$ cat src/rtl/fseq_pkg.sv
package fseq_pkg;
  typedef enum logic [2:0] {
    S_WAKE, S_IDLE, S_LOAD, S_RUN, S_SUSP, S_SLOAD, S_SRUN
  } fseq_state_e;

  typedef enum logic [1:0] {
    OP_BYTE = 2'b00, OP_PAGE = 2'b01, OP_SECT = 2'b10, OP_CHIP = 2'b11
  } fseq_op_e;

  // Ready delay in clock cycles for a given clock in MHz and time in us.
  function automatic int unsigned ready_cycles(int unsigned mhz, int unsigned us);
    return mhz * us;
  endfunction

  // True when two addresses lie in the same block of 2**bits bytes.
  function automatic logic same_block(int unsigned a, int unsigned b, int unsigned bits);
    return (a >> bits) == (b >> bits);
  endfunction
endpackage

$ cat src/rtl/fseq_timer.sv
module fseq_timer #(
  parameter int TW   = 16,
  parameter int INIT = 0
) (
  input  logic          clk,
  input  logic          rst_n,
  input  logic          load,
  input  logic [TW-1:0] load_val,
  input  logic          run,
  output logic          done
);
  logic [TW-1:0] cnt;

  always_ff @(posedge clk or negedge rst_n) begin
    if (!rst_n)                cnt <= TW'(INIT);
    else if (load)             cnt <= load_val;
    else if (run && cnt != '0) cnt <= cnt - 1'b1;
  end

  assign done = run && (cnt == TW'(1));
endmodule

$ cat src/rtl/fseq_array.sv
module fseq_array import fseq_pkg::*; #(
  parameter int AW      = 6,
  parameter int PAGE_AW = 4,
  parameter int SECT_AW = 5
) (
  input  logic                       clk,
  input  logic                       rst_n,
  input  logic [AW-1:0]              rd_addr,
  output logic [7:0]                 rd_data,
  input  logic                       prog,
  input  logic                       er_sect,
  input  logic                       er_chip,
  input  logic [AW-1:0]              base,
  input  logic [(8<<PAGE_AW)-1:0]    pdata,
  input  logic [(1<<PAGE_AW)-1:0]    pmask
);
  localparam int DEPTH = 1 << AW;
  localparam int PAGE  = 1 << PAGE_AW;

  logic [7:0] mem [DEPTH];

  assign rd_data = mem[rd_addr];

  always_ff @(posedge clk or negedge rst_n) begin
    if (!rst_n) begin
      for (int j = 0; j < DEPTH; j++) mem[j] <= 8'hFF;
    end else if (er_chip) begin
      for (int j = 0; j < DEPTH; j++) mem[j] <= 8'hFF;
    end else if (er_sect) begin
      for (int j = 0; j < DEPTH; j++)
        if (same_block(j, int'(base), SECT_AW)) mem[j] <= 8'hFF;
    end else if (prog) begin
      for (int i = 0; i < PAGE; i++)
        if (pmask[i])
          mem[{base[AW-1:PAGE_AW], PAGE_AW'(i)}] <=
            mem[{base[AW-1:PAGE_AW], PAGE_AW'(i)}] & pdata[i*8 +: 8];
    end
  end
endmodule

$ cat src/rtl/fseq_ctrl.sv
module fseq_ctrl import fseq_pkg::*; #(
  parameter int AW        = 6,
  parameter int PAGE_AW   = 4,
  parameter int TW        = 16,
  parameter int READY_CYC = 1000,
  parameter int BYTE_CYC  = 20,
  parameter int PAGE_CYC  = 40,
  parameter int SECT_CYC  = 200,
  parameter int CHIP_CYC  = 300
) (
  input  logic                    clk,
  input  logic                    rst_n,
  input  logic                    reg_we,
  input  logic [7:0]              reg_wdata,
  input  logic                    cpu_we,
  input  logic [AW-1:0]           cpu_addr,
  input  logic [7:0]              cpu_wdata,
  input  logic                    wake_req,
  output logic                    busy,
  output logic                    suspended,
  output logic                    m_load,
  output logic [TW-1:0]           m_val,
  output logic                    m_run,
  input  logic                    m_done,
  output logic                    a_load,
  output logic [TW-1:0]           a_val,
  output logic                    a_run,
  input  logic                    a_done,
  output logic                    prog,
  output logic                    er_sect,
  output logic                    er_chip,
  output logic [AW-1:0]           base,
  output logic [(8<<PAGE_AW)-1:0] pdata,
  output logic [(1<<PAGE_AW)-1:0] pmask,
  output logic                    erase_run,
  output logic                    resume_ev,
  output logic                    ev_commit
);
  localparam int PAGE = 1 << PAGE_AW;

  fseq_state_e        st;
  fseq_op_e           op_q;
  logic [AW-1:0]      lat_addr, sect_q;
  logic [8*PAGE-1:0]  lat_data;
  logic [PAGE-1:0]    lat_mask;

  logic     go, halt, first_wr, suspend_ev;
  fseq_op_e sel_op;
  logic [PAGE_AW-1:0] off;

  function automatic logic [TW-1:0] op_len(fseq_op_e o);
    case (o)
      OP_BYTE: return TW'(BYTE_CYC);
      OP_PAGE: return TW'(PAGE_CYC);
      OP_SECT: return TW'(SECT_CYC);
      default: return TW'(CHIP_CYC);
    endcase
  endfunction

  assign go       = reg_we && reg_wdata[7];
  assign halt     = reg_wdata[6];
  assign sel_op   = fseq_op_e'(reg_wdata[1:0]);
  assign off      = cpu_addr[PAGE_AW-1:0];
  assign first_wr = cpu_we && op_q != OP_CHIP;

  assign busy      = !(st == S_IDLE || st == S_SUSP);
  assign suspended = (st == S_SUSP) || (st == S_SLOAD) || (st == S_SRUN);

  assign m_run  = (st == S_RUN);
  assign m_load = (st == S_IDLE && go && sel_op == OP_CHIP) || (st == S_LOAD && go);
  assign m_val  = (st == S_IDLE) ? TW'(CHIP_CYC) : op_len(op_q);

  assign a_run  = (st == S_WAKE) || (st == S_SRUN);
  assign a_load = (st == S_IDLE && !reg_we && !first_wr && wake_req) || (st == S_SLOAD && go);
  assign a_val  = (st == S_SLOAD) ? TW'(BYTE_CYC) : TW'(READY_CYC);

  assign erase_run  = (st == S_RUN) && (op_q == OP_SECT);
  assign suspend_ev = erase_run && reg_we && halt && !m_done;
  assign resume_ev  = (st == S_SUSP) && go && !halt;

  assign prog    = (m_run && m_done && (op_q == OP_BYTE || op_q == OP_PAGE)) ||
                   (st == S_SRUN && a_done);
  assign er_sect = m_run && m_done && op_q == OP_SECT;
  assign er_chip = m_run && m_done && op_q == OP_CHIP;
  assign ev_commit = prog || er_sect || er_chip;

  assign base  = er_sect ? sect_q : lat_addr;
  assign pdata = lat_data;
  assign pmask = lat_mask;

  always_ff @(posedge clk or negedge rst_n) begin
    if (!rst_n) begin
      st       <= S_WAKE;
      op_q     <= OP_BYTE;
      lat_addr <= '0;
      sect_q   <= '0;
      lat_data <= '0;
      lat_mask <= '0;
    end else begin
      case (st)
        S_WAKE: if (a_done) st <= S_IDLE;
        S_IDLE: begin
          if (reg_we) begin
            op_q <= sel_op;
            if (go && sel_op == OP_CHIP) st <= S_RUN;
          end else if (first_wr) begin
            lat_addr             <= cpu_addr;
            lat_mask             <= PAGE'(1) << off;
            lat_data[off*8 +: 8] <= cpu_wdata;
            if (op_q == OP_SECT) sect_q <= cpu_addr;
            st <= S_LOAD;
          end else if (wake_req) begin
            st <= S_WAKE;
          end
        end
        S_LOAD: begin
          if (go) st <= S_RUN;
          else if (cpu_we && op_q == OP_PAGE &&
                   same_block(int'(cpu_addr), int'(lat_addr), PAGE_AW)) begin
            lat_mask[off]        <= 1'b1;
            lat_data[off*8 +: 8] <= cpu_wdata;
          end
        end
        S_RUN: begin
          if (m_done)          st <= S_IDLE;
          else if (suspend_ev) st <= S_SUSP;
        end
        S_SUSP: begin
          if (reg_we) begin
            if (go && !halt) st <= S_RUN;
          end else if (cpu_we) begin
            lat_addr             <= cpu_addr;
            lat_mask             <= PAGE'(1) << off;
            lat_data[off*8 +: 8] <= cpu_wdata;
            st <= S_SLOAD;
          end
        end
        S_SLOAD: if (go) st <= S_SRUN;
        S_SRUN:  if (a_done) st <= S_SUSP;
        default: st <= S_IDLE;
      endcase
    end
  end
endmodule

$ cat src/rtl/flash_seq.sv
module flash_seq import fseq_pkg::*; #(
  parameter int AW       = 6,
  parameter int PAGE_AW  = 4,
  parameter int SECT_AW  = 5,
  parameter int TW       = 16,
  parameter int CLK_MHZ  = 100,
  parameter int READY_US = 10,
  parameter int BYTE_CYC = 20,
  parameter int PAGE_CYC = 40,
  parameter int SECT_CYC = 200,
  parameter int CHIP_CYC = 300
) (
  input  logic          clk,
  input  logic          rst_n,
  input  logic          reg_we,
  input  logic [7:0]    reg_wdata,
  input  logic          cpu_we,
  input  logic [AW-1:0] cpu_addr,
  input  logic [7:0]    cpu_wdata,
  output logic [7:0]    cpu_rdata,
  input  logic          wake_req,
  output logic          busy,
  output logic          suspended
);
  localparam int READY_CYC = int'(ready_cycles(CLK_MHZ, READY_US));
  localparam int PAGE      = 1 << PAGE_AW;

  logic          m_load, m_run, m_done, a_load, a_run, a_done;
  logic [TW-1:0] m_val, a_val;
  logic          prog, er_sect, er_chip;
  logic [AW-1:0] base;
  logic [8*PAGE-1:0] pdata;
  logic [PAGE-1:0]   pmask;
  logic [7:0]    arr_rd;
  logic          erase_run, resume_ev, ev_commit;

  fseq_ctrl #(
    .AW(AW), .PAGE_AW(PAGE_AW), .TW(TW), .READY_CYC(READY_CYC),
    .BYTE_CYC(BYTE_CYC), .PAGE_CYC(PAGE_CYC), .SECT_CYC(SECT_CYC), .CHIP_CYC(CHIP_CYC)
  ) u_ctrl (
    .clk(clk), .rst_n(rst_n), .reg_we(reg_we), .reg_wdata(reg_wdata),
    .cpu_we(cpu_we), .cpu_addr(cpu_addr), .cpu_wdata(cpu_wdata), .wake_req(wake_req),
    .busy(busy), .suspended(suspended),
    .m_load(m_load), .m_val(m_val), .m_run(m_run), .m_done(m_done),
    .a_load(a_load), .a_val(a_val), .a_run(a_run), .a_done(a_done),
    .prog(prog), .er_sect(er_sect), .er_chip(er_chip), .base(base),
    .pdata(pdata), .pmask(pmask),
    .erase_run(erase_run), .resume_ev(resume_ev), .ev_commit(ev_commit)
  );

  fseq_timer #(.TW(TW), .INIT(0)) u_op_tmr (
    .clk(clk), .rst_n(rst_n), .load(m_load), .load_val(m_val), .run(m_run), .done(m_done)
  );

  fseq_timer #(.TW(TW), .INIT(READY_CYC)) u_aux_tmr (
    .clk(clk), .rst_n(rst_n), .load(a_load), .load_val(a_val), .run(a_run), .done(a_done)
  );

  fseq_array #(.AW(AW), .PAGE_AW(PAGE_AW), .SECT_AW(SECT_AW)) u_arr (
    .clk(clk), .rst_n(rst_n), .rd_addr(cpu_addr), .rd_data(arr_rd),
    .prog(prog), .er_sect(er_sect), .er_chip(er_chip), .base(base),
    .pdata(pdata), .pmask(pmask)
  );

  assign cpu_rdata = busy ? 8'hFF : arr_rd;
endmodule

$ cat config.mk
export PLATFORM = sky130hd
export DESIGN_NAME = flash_seq
export DESIGN_NICKNAME = d
export VERILOG_FILES = /design/src/rtl/fseq_pkg.sv /design/src/rtl/fseq_timer.sv /design/src/rtl/fseq_array.sv /design/src/rtl/fseq_ctrl.sv /design/src/rtl/flash_seq.sv
export SDC_FILE = /design/constraint.sdc
export NUM_CORES = 2
export LEC_CHECK = 0
export BUFFER_PORTS_ARGS = -buffer_cell sky130_fd_sc_hd__buf_2
export CAP_MARGIN = 10
export CORE_AREA = 3 3 235 409
export CTS_CLUSTER_SIZE = 8
export DETAILED_ROUTE_END_ITERATION = 12
export DIE_AREA = 0 0 238 412
export PLACE_DENSITY = 0.62
export RECOVER_POWER = 25
export SLEW_MARGIN = 10
export SYNTH_ARGS = -nofsm -noshare
export SYNTH_HDL_FRONTEND = slang
export SYNTH_SLANG_ARGS = --single-unit
$ cat constraint.sdc
create_clock -name clk -period 4.2 [get_ports clk]
set_clock_uncertainty 0.1 [all_clocks]
set_input_delay 0.21 -clock clk [delete_from_list [all_inputs] [get_ports clk]]
set_output_delay 0.21 -clock clk [all_outputs]
set_load 0.05 [all_outputs]
# Word level (Yosys, flattened, before mapping)
# Cells that the tools add are included.
op_classes:
  n_addsub: 3
  order_cmp: 35
  n_eq_ne: 31
  shifts: 3
  muxes: 210
  n_bitwise: 35
  reduce_logical: 73
ops:
  columns: ["op", "count"]
  rows:
  - ["$mux 512", 64]
  - ["$bwmux 512", 16]
  - ["$bmux 8 s6", 17]
  - ["$demux 8 s6", 16]
  - ["$mux 128", 6]
  - ["$mux 8", 53]
  - ["$pmux 128 s3", 1]
  - ["$mux 16", 10]
  - ["$and 8x8->8", 16]
  - ["$bwmux 128", 1]
  - ["$shift 8x34->128 const A", 1]
  - ["$shiftx 8x34->128", 1]
  - ["$ge 7x7->1 const B", 17]
  - ["$not 6->7", 17]
  - ["$lt 7x1->1 const B", 16]
  - ["$pmux 16 s3", 1]
  - ["$logic_and 1x1->1", 43]
  - ["$mux 3", 13]
  - ["$neg 7->34", 1]
  - ["$eq 16x1->1 const B", 2]
  - ["$logic_not 32->1", 1]
  - ["$reduce_bool 16->1", 2]
  - ["$sub 16x1->16 const B", 2]
  - ["$mux 6", 5]
  - ["other kinds (34)", 68]
totals:
  register_bits: 705
  inputBits: 27
  out_inout_bits: 10
  wordCells: 462

# Logic depth before layout (Yosys ltp)
depth:
  word_depth: 90
  depth_mapped: 13
  depth_no_buf: 8

# Cells and area by module
# From an unflattened synthesis, not the netlist that was laid out.
unflattened:
  hier_cells: 3512
  hier_area_um2: 35363.9
modules_own_cells:
  columns: ["mod", "n_inst", "cells_each", "area_each_um2"]
  rows:
  - ["fseq_array", 1, 2578, 25878.6]
  - ["fseq_ctrl", 1, 693, 7284.5]
  - ["fseq_timer (u_op_tmr)", 1, 126, 1127.3]
  - ["fseq_timer (u_aux_tmr)", 1, 107, 1023.5]
  - ["flash_seq", 1, 8, 50.0]

# Worst setup path after synthesis
# No wires, ideal clock.
synth_timing:
  kind: "input to register"
  from: "in cpu_addr[1]"
  to: "reg u_ctrl.lat_data[6], in the netlist u_ctrl.pdata[6]"
  setup_ps: 136
  arrival_ps: 3197
  required_ps: 3964
  path_slack_ps: 767
  path_stages: 12
  path_buffers: 6
  path_cell_list: "buf_2 buf_2 buf_1 buf_2 clkbuf_1 nor3_1 ha_1 nor3_1 nand4b_1 clkbuf_1 nand2_1 o21ai_0"
synth_via:
  elab_chain_len: 6
  elab_cells_between_ends: 11
synth_rtl:
  columns: ["element", "line_no", "rtl"]
  rows:
  - ["from (decl)", "flash_seq.sv:18", "input logic [AW-1:0] cpu_addr,"]
  - ["$neg 7->34 *", "fseq_ctrl.sv:109, fseq_ctrl.sv:121, fseq_ctrl.sv:134", null]
  - ["$shiftx 8x34->128 or $shift 8x34->128 (tied branches)", "fseq_ctrl.sv:109, fseq_ctrl.sv:121, fseq_ctrl.sv:134", null]
  - ["$bwmux 128 *", "fseq_ctrl.sv:109, fseq_ctrl.sv:121, fseq_ctrl.sv:134", null]
  - ["$mux 128 (on tied branches)", "fseq_ctrl.sv:131, fseq_ctrl.sv:106, fseq_ctrl.sv:118", null]
  - ["$mux 128 (on tied branches)", "fseq_ctrl.sv:129, fseq_ctrl.sv:103, fseq_ctrl.sv:117", null]
  - ["$pmux 128 s3 *", "fseq_ctrl.sv:100", "case (st)"]
  - ["to (signal, indexed assignment)", "fseq_ctrl.sv:109", "lat_data[off*8 +: 8] <= cpu_wdata;"]
  - ["to (signal, indexed assignment)", "fseq_ctrl.sv:121", "lat_data[off*8 +: 8] <= cpu_wdata;"]
  - ["to (signal, indexed assignment)", "fseq_ctrl.sv:134", "lat_data[off*8 +: 8] <= cpu_wdata;"]
  - ["to (decl)", "fseq_ctrl.sv:44", "logic [8*PAGE-1:0] lat_data;"]
# Every way passes the cells marked *; elsewhere a longest branch is shown, timed or not. The select of a mux whose other input is x is not followed.
# A chain may end at the register's enable or synchronous reset.

# Worst setup path after layout
layout_timing:
  from: "reg u_op_tmr.cnt[12]"
  to: "reg u_arr.mem[77] (netlist bit)"
layout_via:
  elab_chain_len: 90
  elab_cells_between_ends: 251
layout_rtl:
  columns: ["element", "line_no", "rtl"]
  rows:
  - ["from (decl)", "fseq_timer.sv:12", "logic [TW-1:0] cnt;"]
  - ["from (signal assigned)", "fseq_timer.sv:15", "if (!rst_n) cnt <= TW'(INIT);"]
  - ["from (signal assigned)", "fseq_timer.sv:16", "else if (load) cnt <= load_val;"]
  - ["from (signal assigned)", "fseq_timer.sv:17", "else if (run && cnt != '0) cnt <= cnt - 1'b1;"]
  - ["$eq 16x1->1 *", "fseq_timer.sv:20", "assign done = run && (cnt == TW'(1));"]
  - ["$logic_and 1x1->1 *", "fseq_timer.sv:20", null]
  - ["$logic_and 1x1->1 *", "fseq_ctrl.sv:81, fseq_ctrl.sv:83, fseq_ctrl.sv:84", null]
  - ["$logic_and 1x1->1", "fseq_ctrl.sv:83", "assign er_sect = m_run && m_done && op_q == OP_SECT;"]
  - ["$mux 6", "fseq_ctrl.sv:87", "assign base = er_sect ? sect_q : lat_addr;"]
  - ["$not 6->7 (implied by the code)", "fseq_array.sv:35, fseq_array.sv:36", null]
  - ["$ge 7x7->1 (implied by the code) (tied with other cells)", "fseq_array.sv:35", "mem[{base[AW-1:PAGE_AW], PAGE_AW'(i)}] <="]
  - ["$logic_and 1x1->1 (implied by the code) or $mux 8 (tied branches)", "fseq_array.sv:35, fseq_array.sv:36", null]
  - ["(+74 left out)", null, null]
  - ["$mux 512", "fseq_array.sv:32", "end else if (prog) begin"]
  - ["$mux 512", "fseq_array.sv:29", "end else if (er_sect) begin"]
  - ["$mux 512", "fseq_array.sv:27", "end else if (er_chip) begin"]
  - ["$bwmux 512", "fseq_array.sv:35", null]
  - ["$mux 512", "fseq_array.sv:34", "if (pmask[i])"]
  - ["$mux 512", "fseq_array.sv:32", null]
  - ["$mux 512", "fseq_array.sv:29", null]
  - ["$mux 512", "fseq_array.sv:27", null]
  - ["to (signal, indexed assignment)", "fseq_array.sv:35", null]
  - ["to (decl)", "fseq_array.sv:20", "logic [7:0] mem [DEPTH];"]
# Marked as above.

==> qor.txt <==
Status = complete, but fails checks
Failing checks = max-capacitance violations, max-slew violations
Rel. slew slack = -80.7%
Initial Util = 44.7%
Drt wl/cell = 34.1 um
Row Count = 148
Setup violations, final = 0
Measured slew at the worst slew-check pin = 2.71 ns
Setup slack after layout = 0.538 ns
Port Buffers = 32
Area delta synth->final = 11.8%
Worst Setup End Kind = flop
Via count = 32800
Required @ worst endpoint = 4.70 ns
Clock Path Buffers = 3
Share of layout cells above drive strength 1 = 41.3%
CTS Hold Bufs = 18
Sequential fraction of design power = 39.3%
CP Capture Point = u_arr.mem[77]
CTS resizes = 0
Origin of the worst setup path = u_op_tmr.cnt[12]
Clk Latency, worst-skew pair = 0.70 ns
Worst-path fanout max = 10
Worst vdd ir = 0.000453 V
Synth warn = 0
Clock buffer count from CTS = 97
Synth area leaders = dfstp_2 33%, mux4_2 20%, dfrtp_1 11%, a21oi_1 6.5%, mux2_2 5.4%
Largest net degree at the start of global routing = 128
Mapped Nets = 3548
Die width = 238 um
CP arrival = 4.17 ns
Remaining global-route overflow = 0
Seq cells post-synth = 697
Shortest period the worst path allows = 3.66 ns
Post-synth top area cell = dfstp_2
Final Cycle Share = 87.2%
Core area = 93100 um2
# nets final = 3590
Detail Route Antenna Nets = 0
Yosys top cell area share = 32.7%
Dpl hpwl = 114000 um
Post-synth EDFFs = 0
Vias per cell = 6.81
Final core occ = 50.0%
# IOs = 37
1st-iter DRT viols = 3755
WS Path Type = reg -> reg
Synth Flop Type = dfstp_2
Post-Synthesis Cells = 3501
Worst Reg-to-Reg Cells = 7
Gpl congestion = 1.03
Avg Cell Area, Syn = 11.9 um2
Tot GR Track Use = 33.8%
Type of origin of the critical path = flop
Sink Count = 697
Die ar. = 98100 um2
Sw Ratio = 33.4%
DIE HEIGHT = 412 um
Seq/Total Area, Yosys = 43.4%
Worst R2R End = u_arr.mem[77]
CTS tree = built
First-pass GRT wire length = 239000 um
Clock slew at the register clock pins of the worst setup and hold paths = 0.06 ns
DRC violations left = 0
Fmax = 0.273 GHz
Pleak = 17.0 nW
Synthesized area = 41700 um2
Post-synth ARST share = 100%
First-pass DRT Iterations = 6
Combinational power share = 22.4%
Internal power = 0.0130 W
PD cells = 421 nW/um2
Vias in the first global route = 33300
# H-tree levels = 3
Min-delay worst type = in -> reg
Slew Limit Fails = 82
Synth unique cells = 81
RSZ-0062 raised after global routing = false
Reg2Reg Setup Slack = 0.54 ns
Setup tns final = 0 ns
FF-to-FF Start = u_op_tmr.cnt[12]
Clk root buf = clkbuf_16
Area of placed instances = 43700 um2
Setup Buffers After CTS = 0
DRT Wirelength = 164000 um
MaxCap Viol Count = 1
Final instance area = 46600 um2
Hold Fails Final Rpt = 0
Clock Power Share = 38.2%
Initial antenna violation count = 4
Sw Pwr = 0.00654 W
Fillers = 8175
Pre-CTS setup slack = 0.536 ns
## power by group through the flow
stage | sequential [W] | combinational (W) | clock [W]
after floorplan | 0.00741 | 0.00318 | 0
after global placement | 0.00777 | 0.00433 | 0
after detailed placement | 0.00778 | 0.00435 | 0
after CTS | 0.00769 | 0.00439 | 0.00760
after global routing | 0.00775 | 0.00465 | 0.00785
final | 0.00770 | 0.00440 | 0.00749
## final cells by class
cell class,count,area (um2),area share [%]
inverter,24,90.1,0.193
clock inverter,4,56.3,0.121
clock buffer,160,2720,5.83
multi-input combinational,2512,22200,47.8
sequential,697,18100,38.9
tap,1200,1500,3.22
antenna,9,22.5,0.0484
timing repair buffer,211,1830,3.93
## worst max-delay path, stage by stage, from the launching register on
cell and delay (ns):
dfrtp_1 0.40, nor3_1 0.52, nand4b_1 0.36, or4_1 0.59, a22o_1 0.59, buf_4 0.35
nor3b_4 0.49, a21oi_1 0.16
## metal layers
layer  share of wire, %  track usage (%)
met1                 34             38.9
met2                 47             53.4
met3                6.9             5.73
met4                 12             32.0
met5                  0                0
## cell usage in the layout (no fill, tap or decap), types with 8 or more instances in the layout
master and n:
o31ai_4 9, a2bb2oi_1 128, mux4_2 376, dfstp_2 518, nor3_4 16, buf_12 24, clkbuf_16 99, and2_1 13
nor3b_4 9, dlygate4sd3_1 18, buf_4 127, xor2_1 9, a22o_1 8, a31oi_1 12, o22ai_1 9, ha_1 20
nor2_1 283, a32o_1 9, or2_1 14, nor4_4 18, nor2b_1 9, nor3_1 187, diode_2 9, dfrtp_1 175
clkbuf_1 66, mux2i_1 28, and3_1 23, a22oi_1 39, nand3_1 59, a21boi_0 8, buf_2 29, inv_1 22
mux2_2 198, nor4_1 10, xnor2_1 10, a21oi_1 539, nand2_1 232, o21ai_0 97, a311oi_2 15, nand4_1 12
## state kept, by name (all words and copies together) (netlist names)
name,cells
u_arr.mem,512
u_aux_tmr.cnt,16
u_ctrl.lat_addr,2
u_ctrl.op_q,2
u_ctrl.pdata,128
u_ctrl.pmask,16
u_ctrl.sect_q,2
u_ctrl.st,3
u_op_tmr.cnt,16
## how the worst min path moves through the flow
stage | from | endpoint | slack [ns] | depth (start not counted)
5_1_grt | wake_req | u_ctrl.st[0] | 0.11 | 5
6_report | wake_req | u_ctrl.st[0] | 0.05 | 5
3_5_place_dp | rst_n | u_ctrl.pdata[71] | 0.24 | 1
4_1_cts | wake_req | u_ctrl.st[0] | 0.007 | 5
2_1_floorplan | rst_n | u_aux_tmr.cnt[0] | -0.19 | 0
3_3_place_gp | rst_n | u_ctrl.pdata[71] | 0.24 | 1
## logic make-up (layout without fill, tap and decap cells)
logic type                 count (synthesis)  after routing  synth area share (%)
buffers and inverters                    292            399                  3.27
other                                      0              9                     0
DFF                                      697            697                  43.4
and+or+nand+nor                          952            952                  12.1
adders and majority gates                 20             20                 0.601
muxes                                    602            602                  26.3
AOI/OAI and AO/OA                        919            919                  13.9
xor gates and xnor gates                  19             19                 0.399
## metrics by stage
stage | power [W] | hold WS (ns) | std cells
detailed placement | 0.0121 | 0.241 | 4626
CTS | 0.0197 | 0.00739 | 4808
global placement | 0.0121 | 0.242 | 4626
finish | 0.0196 | 0.0456 | 4817
global route | 0.0203 | 0.110 | 4808
floorplan | 0.0106 | -0.186 | 3501
## synth_stat cells, drive strengths merged (28+ instances only)
| cell type | number |
|---|---|
| a21oi | 539 |
| dfstp | 518 |
| mux4 | 376 |
| nor2 | 287 |
| nand2 | 232 |
| nor3 | 210 |
| mux2 | 198 |
| dfrtp | 179 |
| buf | 145 |
| a2bb2oi | 128 |
| clkbuf | 123 |
| o21ai | 98 |
| nand3 | 59 |
| a22oi | 39 |
| nor4 | 29 |
| mux2i | 28 |
Power figures use the tool's default switching activity.
